File: src/rtl/vpm_pkg.sv
package vpm_pkg;
  localparam int unsigned A_W    = 36;
  localparam int unsigned B_W    = 27;
  localparam int unsigned RES_W  = 64;
  localparam int unsigned MODE_W = 3;
  localparam int unsigned N9     = 3;
  localparam int unsigned W9     = 9;
  localparam int unsigned N16    = 2;
  localparam int unsigned W16    = 16;
  localparam int unsigned BX_W   = N16 * W16;

  typedef enum logic [MODE_W-1:0] {
    MD_TRI9   = 3'd0,
    MD_DUAL16 = 3'd1,
    MD_ONE18  = 3'd2,
    MD_ONE27  = 3'd3,
    MD_W36X18 = 3'd4
  } vpm_mode_e;
endpackage

File: src/rtl/vpm_mul.sv
module vpm_mul #(
  parameter int unsigned WA = 9,
  parameter int unsigned WB = 9,
  localparam int unsigned WP = WA + WB
) (
  input  logic [WA-1:0] a,
  input  logic [WB-1:0] b,
  output logic [WP-1:0] p
);
  always_comb p = WP'(a) * WP'(b);
endmodule

File: src/rtl/vpm_outreg.sv
module vpm_outreg #(
  parameter int unsigned W = 64
) (
  input  logic         clk,
  input  logic         clr,
  input  logic         ena,
  input  logic         bypass,
  input  logic [W-1:0] d,
  output logic [W-1:0] q
);
  logic [W-1:0] held;

  always_ff @(posedge clk or posedge clr) begin
    if (clr)      held <= '0;
    else if (ena) held <= d;
  end

  always_comb q = bypass ? d : held;

  assert_load_R8: assert property (@(posedge clk) disable iff (clr)
    ena |=> held == $past(d));
  assert_hold_R9: assert property (@(posedge clk) disable iff (clr)
    !ena |=> $stable(held));
endmodule

File: src/rtl/vpm_slice.sv
module vpm_slice
  import vpm_pkg::*;
(
  input  logic                clk,
  input  logic                clr,
  input  logic                ena,
  input  logic                bypass,
  input  logic [MODE_W-1:0]   mode,
  input  logic [A_W-1:0]      opa,
  input  logic [B_W-1:0]      opb,
  output logic [RES_W-1:0]    result
);
  localparam int unsigned P9_W  = 2 * W9;
  localparam int unsigned P16_W = 2 * W16;
  localparam int unsigned PW_W  = A_W + B_W;
  localparam int unsigned PAD9  = RES_W - N9 * P9_W;

  logic              is9, is16;
  logic [BX_W-1:0]   opb_x;
  logic [P9_W-1:0]   p9  [N9];
  logic [P16_W-1:0]  p16 [N16];
  logic [A_W-1:0]    wa;
  logic [B_W-1:0]    wb;
  logic [PW_W-1:0]   pw;
  logic [RES_W-1:0]  comb_res;

  always_comb begin
    is9   = (mode == MD_TRI9);
    is16  = (mode == MD_DUAL16);
    opb_x = BX_W'(opb);
  end

  for (genvar i = 0; i < N9; i++) begin : g_l9
    vpm_mul #(.WA(W9), .WB(W9)) u_m (
      .a (is9 ? opa[W9*i +: W9] : '0),
      .b (is9 ? opb[W9*i +: W9] : '0),
      .p (p9[i])
    );
  end

  for (genvar j = 0; j < N16; j++) begin : g_l16
    vpm_mul #(.WA(W16), .WB(W16)) u_m (
      .a (is16 ? opa[W16*j +: W16] : '0),
      .b (is16 ? opb_x[W16*j +: W16] : '0),
      .p (p16[j])
    );
  end

  // wide shared multiplier; operands masked per single-product mode
  always_comb begin
    wa = '0;
    wb = '0;
    unique case (mode)
      MD_ONE18:  begin wa = A_W'(opa[17:0]); wb = B_W'(opb[17:0]); end
      MD_ONE27:  begin wa = A_W'(opa[26:0]); wb = opb;             end
      MD_W36X18: begin wa = opa;             wb = B_W'(opb[17:0]); end
      default:   ;
    endcase
  end

  vpm_mul #(.WA(A_W), .WB(B_W)) u_wide (.a(wa), .b(wb), .p(pw));

  always_comb begin
    comb_res = '0;
    case (mode)
      MD_TRI9:   comb_res = {{PAD9{1'b0}}, p9[2], p9[1], p9[0]};
      MD_DUAL16: comb_res = {p16[1], p16[0]};
      MD_ONE18, MD_ONE27, MD_W36X18: comb_res = RES_W'(pw);
      default:   comb_res = '0;
    endcase
  end

  vpm_outreg #(.W(RES_W)) u_oreg (
    .clk    (clk),
    .clr    (clr),
    .ena    (ena),
    .bypass (bypass),
    .d      (comb_res),
    .q      (result)
  );

  assert_badmode_zero_R6: assert property (@(posedge clk) disable iff (clr)
    (bypass && mode > 3'd4) |-> result == '0);
  assert_toppad_zero_R1: assert property (@(posedge clk) disable iff (clr)
    (bypass && mode != 3'd1) |-> result[63:54] == '0);
  assert_clear_R10: assert property (@(posedge clk) disable iff (clr)
    (!bypass && $past(clr) && !ena) |-> result == '0);
endmodule

File: config.mk
export PLATFORM = sky130hd
export DESIGN_NAME = vpm_slice
export DESIGN_NICKNAME = d
export VERILOG_FILES = /design/src/rtl/vpm_pkg.sv /design/src/rtl/vpm_mul.sv /design/src/rtl/vpm_outreg.sv /design/src/rtl/vpm_slice.sv
export SDC_FILE = /design/constraint.sdc
export NUM_CORES = 2
export LEC_CHECK = 0
export CAP_MARGIN = 20
export CORE_MARGIN = 2
export CORE_UTILIZATION = 55
export DETAILED_ROUTE_END_ITERATION = 8
export HOLD_SLACK_MARGIN = 0.12
export PLACE_DENSITY = 0.76
export SLEW_MARGIN = 20
export SYNTH_ARGS = -nofsm -noshare
export SYNTH_HDL_FRONTEND = slang
export SYNTH_SLANG_ARGS = --single-unit
File: constraint.sdc
create_clock -name clk -period 30 [get_ports clk]
set_input_delay 3 -clock clk [delete_from_list [all_inputs] [get_ports clk]]
set_output_delay 3 -clock clk [all_outputs]
set_load 0.02 [all_outputs]
==> summary.md <==
| Metric | Value |
|---|---|
| Crit path required time | 27,000 ps |
| Net count, final | 8,500 |
| Synth Area in XOR/XNOR | 2.079% |
| Synth unique cells | 76 |
| Top FF cell, synth | dfrtp_1 |
| Critical path's largest stage delay | about 930 ps |
| Final Non-Filler Cells | 8,003 |
| Post-Route WL | 177.1 mm |
| H-tree depth | 3 |
| Synth top area cells | fa_1, ha_1, inv_1 |
| Slew HR | 22.21% |
| Sequential area share after synthesis | under 10% |
| Post-synthesis adder-cell area fraction | 57.48% |
| Post-CTS Resized | 0 |
| Drt wl/cell | around 22 microns |
| CTS max path bufs | 2 |
| Multi-input combinational cell area | approximately 48,000 sq um |
| DP HPWL | roughly 140 mm |
| Main combinational cell family by area after synthesis | adder cells |
| Post-synth EDFFs | 0 |
| Max reg flops | 63 |
| Die X | 324.4 microns |
| Overflow after GRT | 0 |
| Die H | 324.4 microns |
| Initial antenna violation count | 4 |
| Commonest cells after routing, fill and taps aside | inv_1, fa_1, nand2_1 |
| Critical Path Sink Type | output port |
| CTS root buf | clkbuf_16 |
| Async set-reset flop share out of synthesis | 100.0% |
| Commonest non-fill, non-tap cell in the layout | inv_1 |
| Routed vias | 46,820 |
| Clock Latency Late Sink | 330 ps |
| Vias in the first global route | 49,960 |
| # Max-Cap Violations | 0 |
| Peak VDD IR | between 0.06 and 0.07 mV |
| Fillers | 9,160 |
| TritonCTS buffer count | 9 |
| Setup TNS | 0 ps |
| # hold bufs at CTS | 0 |
| Final cycle utilization of the critical path | 61.85% |
| Post-layout minimum cycle time | 18,550 ps |
| Fmax | 53.89 MHz |
| Initial core utilization | 55.50% |
| Fraction of layout cells with a size suffix above 1 | 2.277% |
| Mux contribution to synthesized area | 0.2770% |
| Final Setup Violations | 0 |
| Most used cell, CP | fa_1 |
| Port Buffer Count | 132 |
| IO Pins | between 100 and 150 |
| Number of remaining DRC errors | 0 |
| RSZ-0062 raised after global routing | no |
| Slew @ Worst Pin | 1167 ps |
| LEAKAGE | 31.28 nW |
| CTS tree | done |
| Clk_skew | 0 ps |
| Fin util | between 50% and 60% |
| Post-CTS Setup Bufs | 0 |
| Total track usage | 34.21% |
| Die area | 105,200 sq um |
| PD cells | 42.94 nW/um^2 |
| First-pass iteration count of the detailed router | 6 |
| Post-route ant nets | 0 |
| Mapped Area | 56,460 sq um |
| First-pass GRT wire length | ~280 mm |
| Site row count | 117 |
| Placed Instances | ~8,000 |
| CTS sink count | 63 |
| Synth top area share | between 40% and 50% |
| Dpl ws | roughly 12,000 ps |
| Critical path's slowest cell | nor3b_1 |
| Vias per cell | 5.850 |
| WS Path Type | primary input to output port |
| Top reg by flops | u_oreg.held |
| Max-slew violations | 0 |
| Yosys reg bits | 63 |
| Critical Path Source Type | primary input |
| Worst Path Arrival | 15,550 ps |
| Compound-Gate Fraction of Synth Area | 6.830% |
| Simple-gate portion of the synthesized area | between 10% and 20% |
| Status | finished, final reports clean |
| Largest net degree at the start of global routing | 147 |
| Register area | between 1500 and 2000 sq um |
| Area leader, netlist | fa_1 |
| Initial drt markers | 4,508 |
| Post-Syn Area per Cell | 8.341 sq um |
| Cell count after synthesis | around 6,800 |
| Core footprint | 101,700 sq um |
| CTS clk-pin slew, worst paths | 60 ps |
| Final Hold Viols | 0 |
| Largest registers | u_oreg.held (63) |
| Final setup margin | 11,450 ps |
| GP Congestion | just under 1 |
| Syn. warnings | 0 |
| Crit-path max FO | 95 |
| Area Overhead vs Synth | 4.408% |
| Worst Hold Class | flop to flop |
through the flow:
stage          instance area [sq um]  total power, mW  hold slack, ps
6_report                       58950            2.531           499.9
5_1_grt                        58950            2.734           516.0
4_1_cts                        58940            2.440           498.8
3_5_place_dp                   58670            2.328           483.8
3_3_place_gp                   58670            2.305           472.5
2_1_floorplan                  56760            1.614           456.6
layer usage:
layer | up-vias | track usage (%) | part of all wire [%]
met5 | - | 0 | 0
met4 | 0 | 20.40 | 7.7
met3 | 729 | 6.778 | 11
met2 | 2738 | 54.32 | 45
met1 | 23400 | 43.54 | 36
li1 | 19950 | - | -
final cells by class:
cell class	instances	area share (%)
clock buffers	9	0.3820
multi-input cells	4792	80.95
clock inverters	7	0.08278
flip-flops and latches	63	2.674
diodes	3	0.01273
well taps	1368	2.904
inverters	1547	9.850
repair buffers	214	3.141
final timing paths:
kind,start,endpoint,slack [ps],cells after the start
max,mode[2],result[55],11450,32
min,u_oreg.held[60],u_oreg.held[60],500,1
max reg2reg,u_oreg.held[39],u_oreg.held[39],29040,2
min reg2reg,u_oreg.held[60],u_oreg.held[60],500,1
max in group asynchronous,clr,u_oreg.held[45],26220,3
min in group asynchronous,clr,u_oreg.held[43],3240,3
Yosys cell counts (all sizes together) (3+ instances only):
master	number
a221oi	11
inv	1547
o21a	17
a41oi	3
nor2b	16
fa	1318
or2	10
xnor2	84
buf	29
o221ai	4
clkbuf	418
nor3	24
a21o	72
nand3b	4
xor2	50
nand2b	10
a211oi	10
and3	369
dfrtp	63
o41ai	3
ha	485
nor2	285
mux2	5
nand4	17
and2	150
a222oi	18
a22oi	5
o21bai	29
nand3	105
o21ai	76
a21oi	250
a31oi	34
o31a	3
or3	14
a221o	8
o211ai	8
a31o	9
nand2	1133
o22ai	22
mux2i	10
kinds of logic (layout without fill, tap and decap cells):
kind of cell	count (synthesis)	after routing
multiplexers	15	15
other	2	85
adder cells (fa/ha/maj)	1803	1803
AO/OA/AOI/OAI	611	611
buffers and inverters	1994	1777
flip-flops	63	63
XOR/XNOR	134	134
AND/OR/NAND/NOR	2147	2147
report_power, final:
group	switching [mW]	total [mW]	internal, mW	leakage (nW)
Clock	0.0412	0.0970	0.0558	0.124
Combinational	1.48	2.30	0.820	30.4
Sequential	0.0163	0.133	0.117	0.768
worst max-delay path, delay by kind of cell:
family	cells	cell delay, ps
AND/OR/NAND/NOR	7	2860
adder cells (fa/ha/maj)	8	3870
AO/OA/AOI/OAI	6	1840
buffers and inverters	11	3880
Note: power is estimated with default switching activity, not from simulation.
